[src/rtl/tmr_pkg.sv]
package tmr_pkg;
    localparam int ADDR_W   = 4;
    localparam int DATA_W   = 32;
    localparam int CTRL_W   = 4;      // implemented control bits
    localparam int PS_LSB   = 0;      // ratio select [1:0]
    localparam int IE_BIT   = 2;      // interrupt enable
    localparam int UF_BIT   = 3;      // underflow flag
    localparam logic [1:0] RUN_SEL = 2'd3;

    typedef enum logic [1:0] {
        FLD_COUNT = 2'd0,
        FLD_CONST = 2'd1,
        FLD_CTRL  = 2'd2,
        FLD_NONE  = 2'd3
    } field_e;
endpackage

[src/rtl/tmr_prescale.sv]
module tmr_prescale #(
    parameter int DIV_W = 8
) (
    input  logic       clk,
    input  logic       rst_n,
    input  logic       run,
    input  logic [1:0] sel,
    output logic       tick
);
    logic [DIV_W-1:0] div_d, div_q;
    logic [DIV_W-1:0] mask;

    always_comb begin
        mask  = DIV_W'((32'd1 << (2 * sel + 2)) - 32'd1);
        tick  = run && ((div_q & mask) == mask);
        // Held at zero while stopped, so a fresh start counts a full period.
        div_d = run ? div_q + 1'b1 : '0;
    end

    always_ff @(posedge clk) begin
        if (!rst_n) div_q <= '0;
        else        div_q <= div_d;
    end

    // ratios are at least 4, so ticks never come on back-to-back edges
    p_tick_gap_r2: assert property (@(posedge clk) disable iff (!rst_n)
        tick |=> !tick);
endmodule

[src/rtl/tmr_chan.sv]
module tmr_chan
    import tmr_pkg::*;
#(
    parameter int CNT_W = 32
) (
    input  logic             clk,
    input  logic             rst_n,
    input  logic             tick,
    input  logic             cnt_we,
    input  logic             cst_we,
    input  logic             ctl_we,
    input  logic [CNT_W-1:0] wdata,
    output logic [CNT_W-1:0] cnt,
    output logic [CNT_W-1:0] cst,
    output logic [CTRL_W-1:0] ctl,
    output logic             irq
);
    typedef struct packed {
        logic [CNT_W-1:0] cnt;
        logic [CNT_W-1:0] cst;
        logic [1:0]       ps;
        logic             ie;
        logic             uf;
    } chan_t;

    chan_t st_d, st_q;

    always_comb begin
        st_d = st_q;
        if (ctl_we) begin
            st_d.ps = wdata[PS_LSB +: 2];
            st_d.ie = wdata[IE_BIT];
            if (!wdata[UF_BIT]) st_d.uf = 1'b0;
        end
        if (cst_we) st_d.cst = wdata;
        if (cnt_we) begin
            st_d.cnt = wdata;
        end else if (tick) begin
            if (st_q.cnt == '0) begin
                st_d.cnt = st_q.cst;
                st_d.uf  = 1'b1;   // set beats a same-edge clear
            end else begin
                st_d.cnt = st_q.cnt - 1'b1;
            end
        end
    end

    always_ff @(posedge clk) begin
        if (!rst_n) begin
            st_q.cnt <= '1;
            st_q.cst <= '1;
            st_q.ps  <= '0;
            st_q.ie  <= 1'b0;
            st_q.uf  <= 1'b0;
        end else begin
            st_q <= st_d;
        end
    end

    assign cnt = st_q.cnt;
    assign cst = st_q.cst;
    assign ctl = {st_q.uf, st_q.ie, st_q.ps};
    assign irq = st_q.uf & st_q.ie;

    p_hold_r1: assert property (@(posedge clk) disable iff (!rst_n)
        (!tick && !cnt_we) |=> st_q.cnt == $past(st_q.cnt));
    p_dec_r3: assert property (@(posedge clk) disable iff (!rst_n)
        (tick && !cnt_we && st_q.cnt != '0) |=> st_q.cnt == $past(st_q.cnt) - 1'b1);
    p_reload_r3: assert property (@(posedge clk) disable iff (!rst_n)
        (tick && !cnt_we && st_q.cnt == '0) |=> (st_q.cnt == $past(st_q.cst)) && st_q.uf);
    p_sticky_r5: assert property (@(posedge clk) disable iff (!rst_n)
        (st_q.uf && !(ctl_we && !wdata[UF_BIT])) |=> st_q.uf);
    p_wr_now_r7: assert property (@(posedge clk) disable iff (!rst_n)
        cnt_we |=> st_q.cnt == $past(wdata));
endmodule

[src/rtl/tmr_unit.sv]
module tmr_unit
    import tmr_pkg::*;
#(
    parameter int NCH   = 3,
    parameter int CNT_W = DATA_W
) (
    input  logic              clk,
    input  logic              rst_n,
    input  logic              wr_en,
    input  logic [ADDR_W-1:0] addr,
    input  logic [CNT_W-1:0]  wdata,
    output logic [CNT_W-1:0]  rdata,
    output logic [NCH-1:0]    irq
);
    localparam int DIV_W = 8;   // covers the /256 ratio

    logic [1:0] sel;
    field_e     fld;
    logic       run_hit;
    logic [NCH-1:0] run_d, run_q;

    logic [CNT_W-1:0]  cnt_v [NCH];
    logic [CNT_W-1:0]  cst_v [NCH];
    logic [CTRL_W-1:0] ctl_v [NCH];

    always_comb begin
        sel     = addr[3:2];
        fld     = field_e'(addr[1:0]);
        run_hit = (sel == RUN_SEL) && (fld == FLD_COUNT);
        run_d   = run_q;
        if (wr_en && run_hit) run_d = wdata[NCH-1:0];
    end

    always_ff @(posedge clk) begin
        if (!rst_n) run_q <= '0;
        else        run_q <= run_d;
    end

    for (genvar c = 0; c < NCH; c++) begin : g_ch
        logic tick;
        logic hit;
        assign hit = wr_en && (sel == 2'(c));

        tmr_prescale #(.DIV_W(DIV_W)) u_ps (
            .clk  (clk),
            .rst_n(rst_n),
            .run  (run_q[c]),
            .sel  (ctl_v[c][PS_LSB +: 2]),
            .tick (tick)
        );

        tmr_chan #(.CNT_W(CNT_W)) u_ch (
            .clk   (clk),
            .rst_n (rst_n),
            .tick  (tick),
            .cnt_we(hit && fld == FLD_COUNT),
            .cst_we(hit && fld == FLD_CONST),
            .ctl_we(hit && fld == FLD_CTRL),
            .wdata (wdata),
            .cnt   (cnt_v[c]),
            .cst   (cst_v[c]),
            .ctl   (ctl_v[c]),
            .irq   (irq[c])
        );
    end

    always_comb begin
        rdata = '0;
        if (run_hit) begin
            rdata = CNT_W'(run_q);
        end else begin
            for (int c = 0; c < NCH; c++) begin
                if (sel == 2'(c)) begin
                    case (fld)
                        FLD_COUNT: rdata = cnt_v[c];
                        FLD_CONST: rdata = cst_v[c];
                        FLD_CTRL:  rdata = CNT_W'(ctl_v[c]);
                        default:   rdata = '0;
                    endcase
                end
            end
        end
    end

    // a cleared run bit keeps the channel's count unless software writes it
    p_stopped_r1: assert property (@(posedge clk) disable iff (!rst_n)
        (!run_q[0] && !(wr_en && addr == 4'h0)) |=> $stable(cnt_v[0]));
    // a rising interrupt needs the flag and the enable set
    p_irq_src_r4: assert property (@(posedge clk) disable iff (!rst_n)
        $rose(irq[0]) |-> (ctl_v[0][UF_BIT] && ctl_v[0][IE_BIT]));
endmodule

[config.mk]
export PLATFORM = sky130hd
export DESIGN_NAME = tmr_unit
export DESIGN_NICKNAME = d
export VERILOG_FILES = /design/src/rtl/tmr_pkg.sv /design/src/rtl/tmr_prescale.sv /design/src/rtl/tmr_chan.sv /design/src/rtl/tmr_unit.sv
export SDC_FILE = /design/constraint.sdc
export NUM_CORES = 1
export LEC_CHECK = 0
export BUFFER_PORTS_ARGS = -buffer_cell sky130_fd_sc_hd__buf_2
export CAP_MARGIN = 20
export CORE_MARGIN = 4
export CORE_UTILIZATION = 45
export CTS_CLUSTER_SIZE = 25
export DETAILED_ROUTE_END_ITERATION = 16
export PLACE_DENSITY = 0.7
export RECOVER_POWER = 100
export SLEW_MARGIN = 20
export SYNTH_ARGS = -nofsm -noshare
export SYNTH_HDL_FRONTEND = slang
export SYNTH_SLANG_ARGS = --single-unit
export TNS_END_PERCENT = 30
[constraint.sdc]
create_clock -name clk -period 2.4 [get_ports clk]
set_clock_uncertainty 0.1 [all_clocks]
set_input_delay 0.12 -clock clk [delete_from_list [all_inputs] [get_ports clk]]
set_output_delay 0.12 -clock clk [all_outputs]
set_load 0.02 [all_outputs]
* Yosys cells after proc, flatten, opt, wreduce, memory -nomap -nowiden *
Cells that the tools add are included.

word-level totals
  bits of input ports = 39
  register bits after elaboration = 231
  output and inout bits = 35
  word-level logic and storage cells = 107

operators by class
  equality and inequality tests = 8
  muxes and demuxes = 31
  reductions and logical operators = 28
  shifts and indexed selects = 3
  $add $sub $neg = 12
  bitwise gates (word level) = 6

operators by type and width
  cell                                                count
  2-to-1 mux 32 bit                                   13
  one-hot mux 32 bit (3 select lines)                 3
  zero test 32 bit                                    3
  left shift 1 x 32 -> 8 bit, first input constant    3
  subtractor 32 x 1 -> 32 bit, second input constant  3
  adder 8 x 1 -> 8 bit, second input constant         3
  bitwise AND 8 bit                                   3
  == test 8 bit                                       3
  subtractor 8 x 1 -> 8 bit, second input constant    3
  logical AND 1 bit                                   17
  2-to-1 mux 1 bit                                    15
  adder 3 x 2 -> 4 bit, second input constant         3
  == test 2 bit, second input constant                3
  AND reduction 2 bit                                 3
  nonzero test 2 bit                                  3
  == test 2 x 1 -> 1 bit, second input constant       2
  zero test 2 bit                                     2
  bitwise AND 1 bit                                   3

* Logic depth before layout (Yosys ltp) *
Gate-level depths: netlist (run 1).

  depth after elaboration = 8
  gate-level depth with buffers = 11
  mapped depth without buffers = 8

* Modules after synthesis *
Synthesis (run 1) repeated with hierarchy kept, for this count alone.

unflattened totals
  cells, all modules = 1711
  area, all modules = 14605.3 um2

modules (own cells, without submodules)
  module        area each (um2)  instances  seq. area each (um2)  cells an instance
  tmr_chan      3778.6           3          1361.3                440
  tmr_unit      2143.3           1          60.1                  259
  tmr_prescale  375.4            3          160.2                 44

* Worst setup path before layout (run 1) *
No wires, ideal clock.

  path kind = flip-flop to flip-flop
  start point = register, netlist name g_ch[2].u_ch.cnt[7]
  end point = register, netlist name g_ch[2].u_ch.cnt[21]
  path slack = -38 ps
  data required time = 2180 ps
  clock period less this slack = 2438 ps
  library setup time = 120 ps
  cell stages (with the launch flop) = 8
  arrival = 2218 ps
  buffers on the path = 1
  path through = dfxtp_1 -> buf_2 -> or4_4 -> or4_4 -> nor4_1 -> xnor2_1 -> nor2_1 -> a211o_1

between the ends
  longest elaborated chain between the ends = 4
  elaborated cells on any way between the ends = 5
  classes of those cells = add/sub (1); mux (3); reduce/logical (1)

ends and longest elaborated chain
  element                                                          line                            RTL
  subtractor 32 x 1 -> 32 bit or zero test 32 bit (tied branches)  tmr_chan.sv:43, tmr_chan.sv:39
  2-to-1 mux 32 bit (*)                                            tmr_chan.sv:39                  if (st_q.cnt == '0) begin
  2-to-1 mux 32 bit (*)                                            tmr_chan.sv:38                  end else if (tick) begin
  2-to-1 mux 32 bit (*)                                            tmr_chan.sv:36                  if (cnt_we) begin

Mark *: on every way between the ends. The rest lies on a longest branch, timed or not. The select of a mux whose other input is x is not followed.
A chain may end at the register's enable or synchronous reset.

* Worst setup path after layout (run 1) *
  start point = register, netlist name g_ch[2].u_ch.cnt[13]
  end point = register, netlist name g_ch[2].u_ch.cnt[20]

between the ends
  longest elaborated chain between the ends = 4
  elaborated cells on any way between the ends = 5
  classes of those cells = add/sub (1); mux (3); reduce/logical (1)

ends and longest elaborated chain
  element                                                          line
  subtractor 32 x 1 -> 32 bit or zero test 32 bit (tied branches)  tmr_chan.sv:43, tmr_chan.sv:39
  2-to-1 mux 32 bit (*)                                            tmr_chan.sv:39
  2-to-1 mux 32 bit (*)                                            tmr_chan.sv:38
  2-to-1 mux 32 bit (*)                                            tmr_chan.sv:36

Marks and branches as above.

==> results of run 1 <==
## final timing paths
check                          end  slack [ns]  cells past startpoint
max reg2reg   g_ch[2].u_ch.cnt[20]      -0.007                      8
max           g_ch[2].u_ch.cnt[20]      -0.007                      8
min                       run_q[1]        0.17                      4
min reg2reg  g_ch[2].u_ps.div_q[0]        0.38                      1
## stage by stage
| step | utilization | total power [mW] | worst slack, ns | instance area [µm²] |
|---|---|---|---|---|
| 2_1_floorplan | - | 4.54 | -0.0315 | 13300 |
| 4_1_cts | 0.551 | 8.82 | 0.00804 | 16000 |
| 3_5_place_dp | 0.511 | 4.92 | 0.0192 | 14800 |
| 3_3_place_gp | 0.511 | 4.91 | -0.00128 | 14800 |
| 5_1_grt | 0.555 | 9.04 | -0.107 | 16100 |
| 6_report | 0.555 | 8.80 | -0.00695 | 16100 |
## cell families after synthesis
kind of cell / after synthesis / synth area share
flops: 231 / 0.348
mux: 100 / 0.0806
fa+ha+maj: 11 / 0.0104
simple gates: 757 / 0.269
buf+inv: 155 / 0.0486
xor+xnor: 82 / 0.0541
compound gates: 353 / 0.189
## power breakdown
part / leakage, nW / total (mW) / internal, mW / switching (mW)
clock: 0.396 / 3.90 / 2.27 / 1.63
sequential: 1.88 / 3.98 / 3.91 / 0.0721
combinational: 4.25 / 0.913 / 0.330 / 0.583
total: 6.52 / 8.80 / 6.51 / 2.29
## layer usage
layer / vias up / routed length, µm
met5: - / 0
met2: 734 / 21000
li1: 6362 / -
met3: 114 / 4590
met1: 6591 / 19300
met4: 0 / 1380
## final cells by class
| type | instances | area (µm²) |
|---|---|---|
| Clock inverter | 4 | 48.8 |
| Multi-Input combinational cell | 1303 | 8220 |
| Tap cell | 384 | 480 |
| Sequential cell | 231 | 4630 |
| Clock buffer | 38 | 757 |
| Inverter | 11 | 41.3 |
| Timing Repair Buffer | 251 | 1880 |
| Fill cell | 2638 | 12900 |
## critical path, cell delays in order, from the launching register on
cell,delay (ns)
dfxtp_2,0.32
or4_4,0.55
buf_6,0.14
nor3_4,0.17
nand3b_1,0.21
o21ai_4,0.32
buf_4,0.20
o2111ai_1,0.13
a21o_1,0.18
## registers in the layout, indices dropped and copies added (netlist names)
register,count
g_ch.u_ch.cst,96
g_ch.u_ch.ctl,12
run_q,3
g_ch.u_ps.div_q,24
g_ch.u_ch.cnt,96
## synth_stat cells, drive strengths merged (15+ instances only)
| cell | count | area share |
|---|---|---|
| nor4 | 25 | 0.014 |
| a22oi | 27 | 0.015 |
| clkbuf | 115 | 0.033 |
| nand4 | 26 | 0.012 |
| xnor2 | 45 | 0.030 |
| a221oi | 31 | 0.022 |
| nor3 | 35 | 0.015 |
| or4 | 17 | 0.011 |
| dfxtp | 231 | 0.35 |
| mux2i | 71 | 0.054 |
| o21ai | 85 | 0.033 |
| a21oi | 46 | 0.017 |
| buf | 29 | 0.013 |
| nand3 | 131 | 0.049 |
| xor2 | 37 | 0.024 |
| o211ai | 52 | 0.029 |
| nand2 | 344 | 0.097 |
| or3 | 15 | 0.0071 |
| nor2 | 109 | 0.031 |
| mux2 | 26 | 0.022 |
| o221ai | 27 | 0.018 |
## repair_timing
action                                  in CTS  in global routing
hold buffers                                35                  0
pin swaps                                    0                 17
cloned                                       0                  3
gates resized for setup                      2                 37
endpoints found under the setup margin       3                 66
hold endpoints to repair                   225                  0
setup buffers                                0                  5
==> impl_metrics.csv, run 1 <==
group,metric,value,unit
logic_synthesis,yosysSeqAreaShare,0.348,
cells_and_area,diodes,0,
timing,slew_viol_final,0,
setup_path,reg2reg_from,"g_ch[2].u_ch.cnt[13]",
setup_path,path_class,"reg2reg",
cells_and_area,syn_to_final_growth,20.9,%
placement,gp_congestion,0.972,
clocking,numClockSinks,231,
floorplan,coreArea,0.0289,mm²
setup_path,critPathLaunchType,"flop",
floorplan,fp.dieH,180,µm
timing,rsz0062_at_grt,"true",
timing,slew_headroom,0.410,
logic_synthesis,async_flop_share,0,
timing,timing.final.crit_share,1.00,
global_route,grt-busiest-layer,"met2",
global_route,grt.met3_usage,0.0437,
timing,tightestPinTransition,0.886,ns
pwr,ir_drop,0.573,mV
cells_and_area,layout_common_cells,"nand2_1, dfxtp_1, nand3_1",
floorplan,dieArea,0.0323,mm²
pwr,p_leak,6.52,nW
floorplan,initial_core_util,0.459,
global_route,grt_max_degree,100,
timing,max_freq,415,MHz
timing,setup_viol,2,
setup_path,path_max_fanout,6,
logic_synthesis,ys_warn_count,0,
cells_and_area,final_common_cell,"nand2_1",
clocking,clock_latency,0.54,ns
logic_synthesis,synth_edf_count,0,
timing,hold_viol_final,0,
detailed_routing,ant_nets,0,
logic_synthesis,synth-seq-cells,231,
logic_synthesis,synthFlopType,"dfxtp_1",
job,cap_violations,0,
setup_path,crit_start,"g_ch[2].u_ch.cnt[13]",
timing,hold_slack,0.166,ns
detailed_routing,dr.first_iter.drc_count,1677,
logic_synthesis,synth.distinct_cells,71,
global_route,grt_util_met2,0.432,
min_path,hp-start,"addr[3]",
timing,fin_ws,-0.00695,ns
setup_path,end_kind,"flop",
placement,dp_hpwl,31.0,mm
global_route,grt_use_total,0.269,
detailed_routing,vias,13800,
global_route,antenna_found_initial,0,
clocking,htreeDepth,1,
status,status,"finished, violations left",
logic_synthesis,synthesis.area,0.0133,mm²
global_route,grt_use_met1,0.371,
clocking,cts_root_buffer,"clkbuf_16",
cells_and_area,fin_nets,1875,
floorplan,die_w,180,µm
clocking,clk_pin_slew,0.06,ns
setup_path,cp.arrival,2.73,ns
floorplan,rows,62,
logic_synthesis,synth.net_count,1739,
pwr,powerDensity,548,mW/mm²
placement,dp_cells,2137,
clocking,cts_buffer_depth,3,
floorplan,io_pins,74,
global_route,overflow,0,
timing,layout_min_cycle_time,2.41,ns
detailed_routing,wl_per_cell,20.8,µm
detailed_routing,first_pass_iters,5,
min_path,hp-class,"in2reg",
cells_and_area,instances_no_fill,2222,
logic_synthesis,synth_area_per_cell,7.86,µm²
logic_synthesis,synthCells,1689,
global_route,grt_pass1_wl,72.4,mm
status,failed_checks,"setup timing",
timing,setup-tns-final,-0.0117,ns
detailed_routing,via_per_inst,6.21,
detailed_routing,drc,0,
detailed_routing,wl,46.2,mm
setup_path,critPathRequiredTime,2.73,ns
clocking,tritoncts,"done",
placement,numPortBuffers,73,
clocking,cts_buffers,27,
global_route,grt_pass1_vias,13100,
cells_and_area,drive_above_1_share,0.165,
Note: power is estimated with default switching activity, not from simulation.
==> inputs of run 2 (changes only) <==
--- a/config.mk
+++ b/config.mk
@@ -8,13 +8,13 @@
 export BUFFER_PORTS_ARGS = -buffer_cell sky130_fd_sc_hd__buf_2
 export CAP_MARGIN = 20
 export CORE_MARGIN = 4
-export CORE_UTILIZATION = 45
+export CORE_UTILIZATION = 56
 export CTS_CLUSTER_SIZE = 25
 export DETAILED_ROUTE_END_ITERATION = 16
-export PLACE_DENSITY = 0.7
+export PLACE_DENSITY = 0.83
 export RECOVER_POWER = 100
 export SLEW_MARGIN = 20
 export SYNTH_ARGS = -nofsm -noshare
 export SYNTH_HDL_FRONTEND = slang
 export SYNTH_SLANG_ARGS = --single-unit
-export TNS_END_PERCENT = 30
+export TNS_END_PERCENT = 5
==> impl_metrics.csv, run 2 (synthesis results as in run 1) <==
group,metric,value,unit
status,status,"finished, violations left",
status,failed_checks,"setup timing",
setup_path,critPathMaxStageDelay,0.55,ns
detailed_routing,wl,45.7,mm
global_route,grt_use_total,0.331,
clocking,clock_latency,0.54,ns
global_route,overflow,0,
floorplan,die_w,162,µm
floorplan,rows,56,
floorplan,initial_core_util,0.568,
global_route,antenna_found_initial,1,
timing,slew_viol_final,0,
timing,max_freq,405,MHz
pwr,switching_power,2.31,mW
clocking,cts_root_buffer,"clkbuf_16",
cells_and_area,syn_to_final_growth,20.1,%
global_route,grt_pass1_vias,13600,
timing,fin_ws,-0.0691,ns
placement,place_ws,-0.0445,ns
setup_path,crit_slowest_cell,"or4_4",
pwr,p_clk_frac,0.468,
pwr,power.total,9.18,mW
pwr,ir_drop,0.475,mV
global_route,grt.met3_usage,0.0601,
min_path,hp-class,"in2reg",
placement,dp_cells,2071,
detailed_routing,drc,0,
setup_path,cp_num_buf_inv,2,
global_route,grt_use_met1,0.431,
clocking,htreeDepth,1,
pwr,power_switching_share,0.252,
setup_path,critPathLaunchType,"flop",
placement,postPlaceCellArea,0.0146,mm²
clocking,cts_buffer_depth,3,
timing,setup_viol,22,
detailed_routing,via_per_inst,6.60,
cells_and_area,drive_above_1_share,0.176,
detailed_routing,first_pass_iters,9,
setup_path,path_max_fanout,22,
floorplan,fp.dieH,162,µm
cells_and_area,instances_no_fill,2154,
global_route,grt-busiest-layer,"met2",
cells_and_area,nFillCells,1819,
pwr,powerDensity,575,mW/mm²
global_route,grt_util_met2,0.543,
timing,setup-tns-final,-0.954,ns
timing,tightestPinTransition,0.902,ns
setup_path,path_class,"reg2reg",
timing,hold_viol_final,0,
floorplan,io_pins,74,
cells_and_area,reg_top3,"g_ch.u_ch.cnt (96), g_ch.u_ch.cst (96), g_ch.u_ps.div_q (24)",
pwr,p_int,6.87,mW
timing,slew_headroom,0.399,
pwr,p_leak,6.52,nW
setup_path,crit_family,"simple AND/OR/NAND/NOR gates",
placement,numPortBuffers,73,
cells_and_area,fin_area,0.0160,mm²
cells_and_area,fin_nets,1867,
cells_and_area,final_common_cell,"nand2_1",
setup_path,cp_cell_sequence,"or4_4 > buf_4 > nor4_2 > nand3b_1 > o21ai_2 > buf_12 > o2111ai_1 > a21o_1",
detailed_routing,vias,14200,
clocking,cts_buffers,26,
cells_and_area,layout_common_cells,"nand2_1, dfxtp_1, nand3_1",
pwr,seq_power_share,0.434,
setup_path,cp.arrival,2.80,ns
clocking,numClockSinks,231,
floorplan,coreArea,0.0234,mm²
timing,rsz0062_at_grt,"true",
clocking,clk_pin_slew,0.07,ns
placement,gp_congestion,0.951,
pwr,combPwrFrac,0.097,
timing,timing.final.crit_share,1.03,
floorplan,dieArea,0.0262,mm²
global_route,grt_max_degree,157,
detailed_routing,wl_per_cell,21.2,µm
setup_path,end_kind,"flop",
detailed_routing,dr.first_iter.drc_count,1911,
global_route,grt_pass1_wl,71.6,mm
detailed_routing,ant_nets,0,
timing,layout_min_cycle_time,2.47,ns
clocking,tritoncts,"done",
setup_path,critPathRequiredTime,2.73,ns
job,cap_violations,0,
placement,dp_hpwl,30.2,mm
==> run 2: final cells by class <==
cell class | count | area [µm²] | area share
clock buffers | 35 | 726 | 0.0455
inverters | 11 | 41.3 | 0.00259
diodes | 1 | 2.50 | 0.000157
well taps | 319 | 399 | 0.0250
repair buffers | 244 | 1800 | 0.113
clock inverters | 10 | 175 | 0.0110
multi-input cells | 1303 | 8190 | 0.513
flip-flops and latches | 231 | 4630 | 0.290
==> run 2: power groups by stage <==
stage	Combinational (mW)	Clock (mW)	Sequential, mW
final	0.894	4.30	3.99
after detailed placement	0.820	0	4.06
after floorplan	0.490	0	4.05
after global placement	0.806	0	4.06
after global routing	0.938	4.45	3.99
after CTS	0.868	4.29	3.98
==> run 2: tightest hold or removal path: cells and delay by family <==
kind / cells / cell delay [ns]
and+or+nand+nor: 1 / 0.14
buffers and inverters: 2 / 0.39
==> run 2: path summary, 6_finish.rpt <==
path,slack (ns),cells past startpoint,to,start
setup / recovery,-0.07,8,g_ch[2].u_ch.cnt[23],g_ch[2].u_ch.cnt[17]
hold / removal,0.08,3,g_ch[0].u_ch.cst[2],rst_n
setup reg to reg,-0.07,8,g_ch[2].u_ch.cnt[23],g_ch[2].u_ch.cnt[17]
hold reg to reg,0.37,1,g_ch[0].u_ps.div_q[0],g_ch[0].u_ps.div_q[0]
==> run 2: routing by layer <==
metal | vias up | wire length [µm]
met1 | 6685 | 17600
met3 | 213 | 5250
li1 | 6362 | -
met5 | - | 0
met2 | 957 | 20800
met4 | 0 | 2090
==> run 2: timing repair <==
action / CTS / global route
endpoints found under the hold margin: 202 / 0
hold buffers: 33 / 0
gates resized for setup: 4 / 27
setup endpoints to repair: 5 / 84
buffers inserted: 0 / 4
pin swaps: 0 / 7
==> run 2: per-stage QoR <==
stage,hold WS (ns),utilization
floorplan,0.138,-
global placement,0.350,0.624
detailed placement,0.358,0.624
CTS,0.0976,0.678
global route,0.111,0.682
finish,0.0834,0.682
